<file path="src/rtl/adc_rdout_ctrl.sv">
module adc_rdout_ctrl #(
  parameter int CLK_NS      = 10,
  parameter int BUS_NS      = 83,
  parameter int CYCLE_NS    = 25000,
  parameter int TIMEOUT_CYC = 3000,
  parameter int START_CYC   = 2
) (
  input  logic        clk,
  input  logic        rst_n,
  input  logic        req,
  input  logic [1:0]  req_ch,
  output logic        ready,
  output logic [1:0]  adc_ch,
  output logic        adc_cs_n,
  output logic        adc_rc,
  output logic        adc_byte,
  input  logic [7:0]  adc_bus,
  input  logic        adc_busy,
  output logic        smp_valid,
  output logic [15:0] smp_data,
  output logic [1:0]  smp_ch,
  output logic        tmo_err
);
  localparam int ACC  = (BUS_NS + CLK_NS - 1) / CLK_NS;
  localparam int PACE = (CYCLE_NS + CLK_NS - 1) / CLK_NS;
  localparam int CW   = $clog2(TIMEOUT_CYC + ACC + START_CYC + 2);
  localparam int PW   = $clog2(PACE + 1);

  typedef enum logic [2:0] {IDLE, ADDR, STRT, WAIT, RDHI, RDLO, RELS} st_t;

  st_t           st;
  logic [CW-1:0] cnt;
  logic [PW-1:0] pace;
  logic [1:0]    busy_q;
  logic          seen_low;
  logic [7:0]    hi;
  logic [1:0]    ch;

  wire busy_s   = busy_q[1];
  wire acc_done = cnt == CW'(ACC - 1);

  assign ready    = (st == IDLE) && (pace == '0);
  assign adc_ch   = ch;
  assign adc_cs_n = !(st == STRT || st == RDHI || st == RDLO);
  assign adc_rc   = st != STRT;
  assign adc_byte = st == RDLO;

  always_ff @(posedge clk) begin
    if (!rst_n) begin
      st        <= IDLE;
      cnt       <= '0;
      pace      <= '0;
      busy_q    <= 2'b11;
      seen_low  <= 1'b0;
      hi        <= '0;
      ch        <= '0;
      smp_valid <= 1'b0;
      smp_data  <= '0;
      smp_ch    <= '0;
      tmo_err   <= 1'b0;
    end else begin
      smp_valid <= 1'b0;
      tmo_err   <= 1'b0;
      busy_q    <= {busy_q[0], adc_busy};
      cnt       <= cnt + 1'b1;
      if (pace != '0) pace <= pace - 1'b1;
      case (st)
        IDLE: begin
          cnt <= '0;
          if (req && pace == '0) begin
            ch <= req_ch;
            st <= ADDR;
          end
        end
        ADDR: begin
          cnt  <= '0;
          pace <= PW'(PACE - 1);
          st   <= STRT;
        end
        STRT: begin
          seen_low <= 1'b0;
          if (cnt == CW'(START_CYC - 1)) st <= WAIT;
        end
        WAIT: begin
          if (!busy_s) seen_low <= 1'b1;
          if (seen_low && busy_s) begin
            st  <= RDHI;
            cnt <= '0;
          end else if (cnt >= CW'(TIMEOUT_CYC - 1)) begin
            tmo_err <= 1'b1;
            st      <= IDLE;
          end
        end
        RDHI: if (acc_done) begin
          hi  <= adc_bus;
          st  <= RDLO;
          cnt <= '0;
        end
        RDLO: if (acc_done) begin
          smp_data  <= {{4{hi[7]}}, hi, adc_bus[7:4]};
          smp_ch    <= ch;
          smp_valid <= 1'b1;
          st        <= RELS;
          cnt       <= '0;
        end
        RELS: if (acc_done) st <= IDLE;
        default: st <= IDLE;
      endcase
    end
  end
endmodule

</file>
<file path="config.mk">
export PLATFORM = sky130hd
export DESIGN_NAME = adc_rdout_ctrl
export DESIGN_NICKNAME = d
export VERILOG_FILES = /design/src/rtl/adc_rdout_ctrl.sv
export SDC_FILE = /design/constraint.sdc
export NUM_CORES = 1
export LEC_CHECK = 0
export BUFFER_PORTS_ARGS = -buffer_cell sky130_fd_sc_hd__buf_2
export CORE_MARGIN = 3
export CORE_UTILIZATION = 59
export DETAILED_ROUTE_END_ITERATION = 8
export PLACE_DENSITY = 0.83
export SYNTH_ARGS = -nofsm -noshare
export SYNTH_HDL_FRONTEND = slang
export SYNTH_SLANG_ARGS = --single-unit
</file>
<file path="constraint.sdc">
create_clock -name clk -period 5 [get_ports clk]
set_clock_uncertainty 0.2 [all_clocks]
set_input_delay 0.75 -clock clk [delete_from_list [all_inputs] [get_ports clk]]
set_output_delay 0.75 -clock clk [all_outputs]
set_load 0.02 [all_outputs]
</file>
**After elaboration in Yosys (flattened, before gate mapping)**

Index checks and enable logic that the tools add are counted.

- Register bits after elaboration: 56
- Input bits: 14
- Output and inout port bits: 26
- Logic and storage cells: 71

- Add/sub/neg operators: 2
- Magnitude comparators: 1
- Equality and inequality tests: 16
- Multiplexer cells: 17
- Bitwise gates (word level): 2
- Reduce and logical (&&, ||, !) cells: 21

Operator list:

| cell | count |
|---|---|
| 12-bit two-way mux | 4 |
| 12-bit one-hot mux with 3 select lines | 1 |
| 3-bit two-way mux | 7 |
| 3-bit one-hot mux with 7 select lines | 1 |
| 12-bit by 1-bit adder with 12-bit output (second input constant) | 1 |
| 12-bit by 1-bit == test with 1-bit output (second input constant) | 1 |
| 12-bit by 4-bit == test with 1-bit output (second input constant) | 1 |
| 12-bit greater-or-equal comparator (second input constant) | 1 |
| 12-bit logical NOT | 1 |
| 12-bit nonzero test | 1 |
| 12-bit by 1-bit subtractor with 12-bit output (second input constant) | 1 |
| 2-bit AND reduction | 5 |
| 3-bit == test (second input constant) | 3 |
| 3-bit by 2-bit == test with 1-bit output (second input constant) | 2 |
| 2-bit by 1-bit != test with 1-bit output (second input constant) | 3 |
| 2-bit != test (second input constant) | 3 |
| 6-bit AND reduction | 1 |
| 2-bit OR reduction | 3 |
| 2-bit nonzero test | 2 |
| 3-bit by 1-bit == test with 1-bit output (second input constant) | 1 |
| 1-bit logical AND | 3 |
| 3-bit logical NOT | 1 |
| 1-bit two-way mux | 3 |
| 3-bit by 2-bit != test with 1-bit output (second input constant) | 1 |
| 6 further kinds | 8 |

**Depth between registers and ports, before layout**

Gate-level depths: netlist (run 1).

- Depth in word-level cells: 4
- Gate-level depth with buffers: 9
- Depth with buffers taken out: 7

**Worst setup path before layout (run 1)**

OpenSTA, ideal clock, no wires.

- Path type: reg-to-output
- From: register pace[0]
- To: output ready
- Data arrival time: 1.527 ns
- Required time: 4.050 ns
- Setup slack: 2.523 ns
- Cell stages (with the launch flop): 7
- Path buffers: 1
- Cell sequence: dfxtp_1 > inv_1 > ha_1 > nor4b_1 > and4_1 > clkbuf_1 > and2_1

- Cells in the longest elaborated chain, start to end: 2

Ends and longest elaborated chain:

| element | RTL line | RTL |
|---|---|---|
| start: declaration | 33 | `logic [PW-1:0] pace;` |
| start signal: assignment | 66 | `if (pace != '0) pace <= pace - 1'b1;` |
| start signal: assignment | 77 | `pace <= PW'(PACE - 1);` |
| 12-bit logical NOT | 42 | `assign ready = (st == IDLE) && (pace == '0);` |
| 1-bit logical AND | 42 |  |
| end: declaration | 12 | `output logic ready,` |

No other way between the ends.

**Worst setup path in the final report (run 1)**

Ends and elaborated chain as after synthesis.

==> flow_summary_export.csv, run 1 <==
group,metric,value,unit
outcome,outcome,"finished, final reports clean",
timing,hold_viol_final,0,
route,vias_per_cell,5.45,
global_route,grt_pass1_vias,1914,
place,dp_hpwl,3.41,mm
synth,syn_area_per_cell,8.45,sq um
die,initial_utilization,0.636,
synth,synthFlopType,"dfxtp_1",
timing,setup_viol,0,
setup_path,crit_type,"flop to output port",
synth,yosysSeqAreaShare,0.461,
synth,synthArstFlopShare,0,
timing,period_needed,2.97,ns
timing,rsz0062_at_grt,"no",
clocking,root_buffer,"clkbuf_8",
route,wl_met1,2.10,mm
global_route,grt_overflow,0,
final_layout,diodes,0,
route,drc,0,
final_layout,drive_gt1_frac,0.155,
clocking,cts_tree,"done",
job,maxCapViolations,0,
die,io_pins,40,
synth,synth_nets,307,
route,wl_met3,220,um
setup_path,crit_arrival,2.02,ns
clocking,path_clk_slew,0.10,ns
route,met2WireLength,2.36,mm
final_layout,area_growth,9.98,%
die,die_area,4930,sq um
synth,synthCells,288,
synth,synth_edf_count,0,
timing,holdWs,0.214,ns
synth,syn_area,2430,sq um
route,ant_nets,0,
timing,final_max_slew_viol_count,0,
timing,max_slew_margin,0.342,
timing,tns,0,ns
clocking,clk_latency,0.32,ns
synth,netlist_top_cells_count,"dfxtp_1, nand2_1, nor2_1",
timing,worst_pin_slew,0.986,ns
pwr,p_per_area,438,nW/um^2
synth,yosysTopAreaCellShare,0.461,
pwr,p_leak,1.10,nW
place,globalplace.congestion,0.837,
place,dpl.cell_count,358,
route,drt_iter0_drc,102,
pwr,finalPower,1.17,mW
clocking,ctsHoldBuffers,0,
die,rows,22,
die,die_h,70.2,um
global_route,grtUsageTotal,0.202,
timing,period_share,0.594,
die,core,3830,sq um
setup_path,crit_required,4.05,ns
route,top_layer,"met4",
worst_hold_path,holdCritPathClass,"flop to flop",
timing,fmax,337,MHz
synth,yosys-top-cells-area,"dfxtp_1, nand2_1, a21oi_1",
die,die_w,70.2,um
clocking,ctsResizeCount,0,
global_route,grt_max_degree,34,
clocking,cts_buffers,5,
route,num_vias,1988,
place,port-buffer-count,39,
route,routedWlPerCell,13.0,um
global_route,antenna_found_initial,0,
final_layout,final_cells,365,
final_layout,final-seq-area,1120,sq um
synth,yosysUniqueCellTypes,39,
final_layout,fill_cells,314,
synth,synth_warnings,0,
final_layout,multi_input_area,1180,sq um
synth,synth_seq_cells,56,
clocking,clockBufferDepth,2,
setup_path,cp_max_fo,5,
pwr,ir_drop,316,uV
clocking,clock_sinks,56,
clocking,post_cts_buffers,0,
synth,synth.most_common_cell,"dfxtp_1",
setup_path,worstSetupStartpointType,"flop",
final_layout,final_nets,336,
setup_path,cp-end-kind,"output port",
clocking,htreeDepth,2,
synth,synth_top_cell_by_area,"dfxtp_1",
global_route,grt_pass1_wl,8.06,mm
route,firstDrtPassIters,4,
route,routed_wl,4.76,mm
==> flip-flops by register name, summed over array words and instances (netlist names) <==
| register | cells |
|---|---|
| smp_valid | 1 |
| seen_low | 1 |
| hi | 8 |
| pace | 12 |
| busy_q | 2 |
| adc_ch | 2 |
| smp_ch | 2 |
| cnt | 12 |
| st | 3 |
| smp_data | 12 |
| tmo_err | 1 |
==> kinds of logic after synthesis <==
kind of cell	synth area share
AO/OA/AOI/OAI	0.0941
XOR/XNOR	0.0612
adder cells (fa/ha/maj)	0.0257
buffers and inverters	0.0556
flip-flops	0.461
multiplexers	0.0370
AND/OR/NAND/NOR	0.265
==> layout make-up <==
type | count | share of cell area
repair buffers | 39 | 0.0730
multi-input cells | 204 | 0.440
well taps | 48 | 0.0225
clock buffers | 5 | 0.0257
inverters | 11 | 0.0154
clock inverters | 2 | 0.00468
flip-flops and latches | 56 | 0.419
==> cell usage in the layout (no fill, tap or decap), types with 8 or more instances in the layout <==
cell and count:
nor2_1 30, xor2_1 8, buf_2 39, nand2_1 47
nand3_1 12, mux2i_1 9, nor3_1 12, dfxtp_1 56
xnor2_1 9, inv_1 11, a21oi_1 26
==> per-stage QoR <==
stage / worst slack (ns) / cell area (sq um) / utilization
floorplan: 2.52 / 2430 / -
global placement: 2.48 / 2590 / 0.678
detailed placement: 2.40 / 2590 / 0.678
CTS: 2.03 / 2680 / 0.699
global route: 1.83 / 2680 / 0.699
finish: 2.03 / 2680 / 0.699
==> routing by layer <==
metal,up-vias,global-route usage
met1,926,0.226
li1,1022,-
met5,-,0
met4,0,0.0745
met2,35,0.358
met3,5,0.0619
==> worst paths after layout <==
path | to | start | slack, ns | cells past startpoint
setup / recovery | ready | pace[0]$_SDFFE_PN0P_ | 2.03 | 6
hold reg to reg | busy_q[1]$_SDFF_PN1_ | busy_q[0]$_SDFF_PN1_ | 0.21 | 1
hold / removal | busy_q[1]$_SDFF_PN1_ | busy_q[0]$_SDFF_PN1_ | 0.21 | 1
setup reg to reg | hi[5]$_SDFFE_PN0P_ | cnt[2]$_SDFF_PN0_ | 2.54 | 5
==> report_power, final <==
| part | switching [mW] | internal [mW] |
|---|---|---|
| clock | 0.142 | 0.0951 |
| combinational | 0.220 | 0.154 |
| sequential | 0.0568 | 0.504 |
==> critical path, stage by stage, from the launching register on <==
cell and delay [ns]:
dfxtp_1 0.33, inv_1 0.11, ha_1 0.16, nor4b_1 0.42, and4_1 0.38, and2_1 0.15, buf_2 0.15
(Power assumes the default switching activity.)
==> inputs of run 2 (changes only) <==
--- a/config.mk
+++ b/config.mk
@@ -7,9 +7,9 @@
 export LEC_CHECK = 0
 export BUFFER_PORTS_ARGS = -buffer_cell sky130_fd_sc_hd__buf_2
 export CORE_MARGIN = 3
-export CORE_UTILIZATION = 59
+export CORE_UTILIZATION = 55
 export DETAILED_ROUTE_END_ITERATION = 8
-export PLACE_DENSITY = 0.83
+export PLACE_DENSITY = 0.78
 export SYNTH_ARGS = -nofsm -noshare
 export SYNTH_HDL_FRONTEND = slang
 export SYNTH_SLANG_ARGS = --single-unit
==> constraint.sdc (replaced) <==
create_clock -name clk -period 3 [get_ports clk]
set_clock_uncertainty 0.2 [all_clocks]
set_input_delay 0.45 -clock clk [delete_from_list [all_inputs] [get_ports clk]]
set_output_delay 0.45 -clock clk [all_outputs]
set_load 0.02 [all_outputs]
==> run 2 against run 1 <==
Against the previous run:
- total power increased by 76%
- critical path depth unchanged
- flip-flop and latch count unchanged
- sequential power increased by 68%
- register-to-register slack got worse by 1.9 ns
- clock-buffer cell count unchanged
- via count decreased by 1.5%
- final cell count increased by 1.4%
- combinational power increased by 68%
- worst hold slack got worse by 0.094 ns
- utilization decreased by 4.2 points
- critical path type unchanged
- largest cell class unchanged
==> flow_summary_export.csv, run 2 (same netlist as run 1, synthesis figures left out) <==
group,metric,value,unit
timing,tns,0,ns
pwr,p_leak,1.13,nW
outcome,outcome,"finished, final reports clean",
timing,period_share,0.893,
route,drt_iter0_drc,190,
pwr,p_per_area,756,nW/um^2
global_route,grt_pass1_vias,1885,
final_layout,fill_cells,360,
timing,final_max_slew_viol_count,0,
clocking,clock_sinks,56,
place,port-buffer-count,39,
clocking,ctsResizeCount,0,
clocking,ctsHoldBuffers,0,
setup_path,cp-end-kind,"output port",
setup_path,crit_type,"flop to output port",
clocking,clk_latency,0.31,ns
route,vias_per_cell,5.29,
final_layout,multi_input_area,1180,sq um
place,dp_hpwl,3.39,mm
setup_path,r2r_end,"hi[5]$_SDFFE_PN0P_",
final_layout,top_regs,"cnt: 12 flops, pace: 12 flops, smp_data: 12 flops",
clocking,post_cts_buffers,0,
global_route,grt_pass1_wl,8.18,mm
setup_path,crit_required,2.35,ns
clocking,htreeDepth,2,
setup_path,crit_arrival,2.03,ns
worst_hold_path,min_from,"adc_busy",
die,initial_utilization,0.587,
setup_path,ff2ff_setup_slack,0.68,ns
route,firstDrtPassIters,4,
timing,worst_pin_slew,0.787,ns
timing,period_needed,2.68,ns
clocking,cts_buffers,5,
final_layout,diodes,0,
die,die_area,5260,sq um
setup_path,r2r-start,"cnt[2]$_SDFF_PN0_",
route,ant_nets,0,
place,globalplace.congestion,0.877,
die,die_w,72.5,um
global_route,grtUsageTotal,0.195,
global_route,grt_max_degree,33,
final_layout,final_nets,338,
die,die_h,72.5,um
setup_path,worst_r2r_path_depth,5,
die,core,4140,sq um
timing,fmax,373,MHz
route,routed_wl,4.80,mm
final_layout,postLayoutCoreUtil,0.657,
worst_hold_path,holdPathStages,2,
job,maxCapViolations,0,
setup_path,worstSetupStartpointType,"flop",
clocking,clockBufferDepth,2,
global_route,antenna_found_initial,0,
global_route,grt_overflow,0,
clocking,path_clk_slew,0.10,ns
pwr,ir_drop,395,uV
final_layout,final-seq-area,1120,sq um
worst_hold_path,holdPathEnd,"busy_q[0]$_SDFF_PN1_",
timing,rsz0062_at_grt,"no",
route,num_vias,1958,
final_layout,drive_gt1_frac,0.163,
clocking,root_buffer,"clkbuf_8",
die,rows,23,
timing,setup_viol,0,
worst_hold_path,holdCritPathClass,"primary input to flop",
setup_path,cp_max_fo,5,
route,routedWlPerCell,13.0,um
final_layout,final_common_cell,"dfxtp_1",
timing,hold_viol_final,0,
route,drc,0,
die,io_pins,40,
timing,max_slew_margin,0.471,
clocking,cts_tree,"done",
final_layout,final_cell_mix,"dfxtp_1, nand2_1, buf_2",
final_layout,area_growth,11.9,%
## run 2: critical path, cell delays in order (launching register included)
cell and delay (ns):
dfxtp_1 0.35, inv_1 0.12, ha_1 0.16, nor4b_1 0.41, and4_1 0.38, and2_1 0.15, buf_2 0.15
## run 2: area by class of cell
class,instances,share of cell area
Clock buffer,5,0.0253
Clock inverter,3,0.0156
Inverter,11,0.0152
Multi-Input combinational cell,204,0.432
Sequential cell,56,0.412
Tap cell,50,0.0230
Timing Repair Buffer,41,0.0772
## run 2: per-stage QoR
stage	std cells	setup slack (ns)	hold slack (ns)	area (sq um)	power, mW
after floorplan	288	0.823	0.186	2430	1.43
after global placement	362	0.772	0.189	2610	1.55
after detailed placement	362	0.676	0.200	2610	1.57
after CTS	370	0.319	0.116	2720	2.06
after global routing	370	0.0749	0.129	2720	2.18
final	370	0.322	0.120	2720	2.06
## run 2: metal layers
layer  up-vias  global-route usage  wire (um)
met3         6              0.0402        156
met5         -                   0          0
met4         0              0.0697         53
li1       1025                   -          -
met1       896               0.238       2220
met2        31               0.340       2370
## run 2: how the worst max path moves through the flow
| stage | startpoint | to | slack, ns | cells past startpoint |
|---|---|---|---|---|
| floorplan | pace[0]$_SDFFE_PN0P_ | ready | 0.82 | 6 |
| global placement | cnt[2]$_SDFF_PN0_ | hi[2]$_SDFFE_PN0P_ | 0.77 | 5 |
| detailed placement | pace[0]$_SDFFE_PN0P_ | ready | 0.68 | 6 |
| CTS | pace[0]$_SDFFE_PN0P_ | ready | 0.32 | 6 |
| global route | pace[0]$_SDFFE_PN0P_ | ready | 0.07 | 6 |
| finish | pace[0]$_SDFFE_PN0P_ | ready | 0.32 | 6 |
## run 2: report_power, final
part           switching, mW  internal (mW)
Combinational          0.369          0.258
Sequential             0.103          0.840
Clock                  0.239          0.247
==> inputs of run 3 (changes only) <==
--- a/config.mk
+++ b/config.mk
@@ -9,7 +9,9 @@
 export CORE_MARGIN = 3
 export CORE_UTILIZATION = 55
 export DETAILED_ROUTE_END_ITERATION = 8
+export MAX_ROUTING_LAYER = met4
 export PLACE_DENSITY = 0.78
+export SKIP_CTS_REPAIR_TIMING = 1
 export SYNTH_ARGS = -nofsm -noshare
 export SYNTH_HDL_FRONTEND = slang
 export SYNTH_SLANG_ARGS = --single-unit
==> constraint.sdc (replaced) <==
create_clock -name clk -period 3 [get_ports clk]
set_clock_uncertainty 0.2 [all_clocks]
set_input_delay 0.6 -clock clk [delete_from_list [all_inputs] [get_ports clk]]
set_output_delay 0.6 -clock clk [all_outputs]
set_load 0.02 [all_outputs]
==> run 3 against run 2 <==
Against the previous run:
- die area did not move
- design area rose by 2.0%
- critical path type unchanged
- largest power group unchanged
- final cell count rose by 0.27%
- critical path depth did not move
==> flow_summary_export.csv, run 3 (same netlist as run 1, synthesis figures left out) <==
group,metric,value,unit
pwr,swShare,0.313,
setup_path,crit_arrival,2.00,ns
place,place_worst_setup_slack,0.530,ns
global_route,grt_max_degree,21,
clocking,clk_latency,0.30,ns
timing,setup_viol,0,
route,num_vias,1982,
route,routed_wl,4.78,mm
timing,setup_ws,0.201,ns
setup_path,worstSetupStartpointType,"flop",
pwr,p_seq_frac,0.420,
clocking,clockBufferDepth,2,
pwr,p_comb_frac,0.289,
die,io_pins,40,
pwr,p_int,1.53,mW
die,rows,23,
setup_path,critPathMaxStageDelay,0.39,ns
setup_path,cp_max_fo,5,
final_layout,top_regs,"cnt: 12 flops, pace: 12 flops, smp_data: 12 flops",
final_layout,final_cells,371,
setup_path,crit_required,2.20,ns
setup_path,crit_chain,"inv_1 -> ha_1 -> nor4b_1 -> and4_1 -> and2_1 -> buf_2",
route,ant_nets,0,
pwr,p_clk_frac,0.291,
final_layout,area_growth,14.2,%
pwr,p_per_area,801,nW/um^2
timing,fmax,357,MHz
clocking,cts_tree,"done",
place,dpl.cell_count,363,
clocking,clock_sinks,56,
timing,period_share,0.933,
timing,holdWs,0.213,ns
final_layout,final_cell_mix,"dfxtp_1, nand2_1, buf_2",
clocking,root_buffer,"clkbuf_8",
final_layout,final_nets,339,
setup_path,crit_type,"flop to output port",
final_layout,drive_gt1_frac,0.165,
place,port-buffer-count,39,
timing,tns,0,ns
final_layout,postLayoutCoreUtil,0.670,
final_layout,final_common_cell,"dfxtp_1",
global_route,grt_pass1_vias,1854,
place,dp_hpwl,3.50,mm
pwr,switching_power,695,uW
setup_path,cp-end-kind,"output port",
setup_path,ff2ff_setup_slack,0.69,ns
final_layout,diodes,0,
setup_path,crit_path_top_delay_cell,"nor4b_1",
die,die_w,72.5,um
timing,rsz0062_at_grt,"no",
outcome,outcome,"finished, final reports clean",
die,die_h,72.5,um
job,maxCapViolations,0,
route,drc,0,
die,core,4140,sq um
timing,max_slew_margin,0.563,
pwr,p_leak,1.15,nW
die,initial_utilization,0.587,
route,routedWlPerCell,12.9,um
pwr,ir_drop,494,uV
timing,final_max_slew_viol_count,0,
clocking,path_clk_slew,0.09,ns
timing,worst_pin_slew,0.650,ns
timing,period_needed,2.80,ns
clocking,cts_buffers,5,
global_route,grt_overflow,0,
die,die_area,5260,sq um
route,vias_per_cell,5.34,
global_route,antenna_found_initial,0,
global_route,grt_pass1_wl,8.16,mm
timing,hold_viol_final,0,
worst_hold_path,holdCritPathClass,"flop to flop",
global_route,grtUsageTotal,0.199,
final_layout,fill_cells,361,
route,firstDrtPassIters,6,
clocking,htreeDepth,2,
place,globalplace.congestion,0.896,
route,drt_iter0_drc,98,
[run 3: cell types whose count changed in the layout (fill, tap and decap cells not counted), sizes merged]
cell	before	now
buf	41	42
bufinv	1	3
clkinv	1	0
clkinvlp	1	0
[run 3: worst paths after layout]
path / startpoint / endpoint / depth (start not counted)
max: pace[0]$_SDFFE_PN0P_ / ready / 6
min: busy_q[0]$_SDFF_PN1_ / busy_q[1]$_SDFF_PN1_ / 1
max reg2reg: cnt[2]$_SDFF_PN0_ / hi[5]$_SDFFE_PN0P_ / 5
min reg2reg: busy_q[0]$_SDFF_PN1_ / busy_q[1]$_SDFF_PN1_ / 1
[run 3: worst max-delay path: cells and delay by family, from the launching register on]
family                     cells  cell delay, ns
buffers and inverters          2            0.28
and+or+nand+nor                3            0.92
DFF                            1            0.33
adders and majority gates      1            0.17
[run 3: layer usage]
layer  track usage  part of all wire
met2         0.315              0.48
met3        0.0332             0.040
met5             -                 0
met1         0.255              0.46
met4        0.0758             0.013
[run 3: layout make-up]
type	instances	area (sq um)	area share
Inverter	11	41.3	0.0149
Tap cell	50	62.6	0.0225
Timing Repair Buffer	42	218	0.0784
Clock buffer	5	68.8	0.0248
Clock inverter	3	90.1	0.0324
Multi-Input combinational cell	204	1180	0.423
Sequential cell	56	1120	0.404
[run 3: stage by stage]
step	total power [mW]	instance area (sq um)
global placement	1.57	2620
CTS	2.24	2780
global route	2.37	2780
floorplan	1.43	2430
detailed placement	1.59	2620
finish	2.22	2780
[run 3: power by group through the flow]
stage	logic [mW]	registers, mW	clock network [mW]
floorplan	0.493	0.933	0
global placement	0.620	0.947	0
detailed placement	0.636	0.952	0
CTS	0.645	0.934	0.661
global route	0.734	0.948	0.689
finish	0.643	0.935	0.647
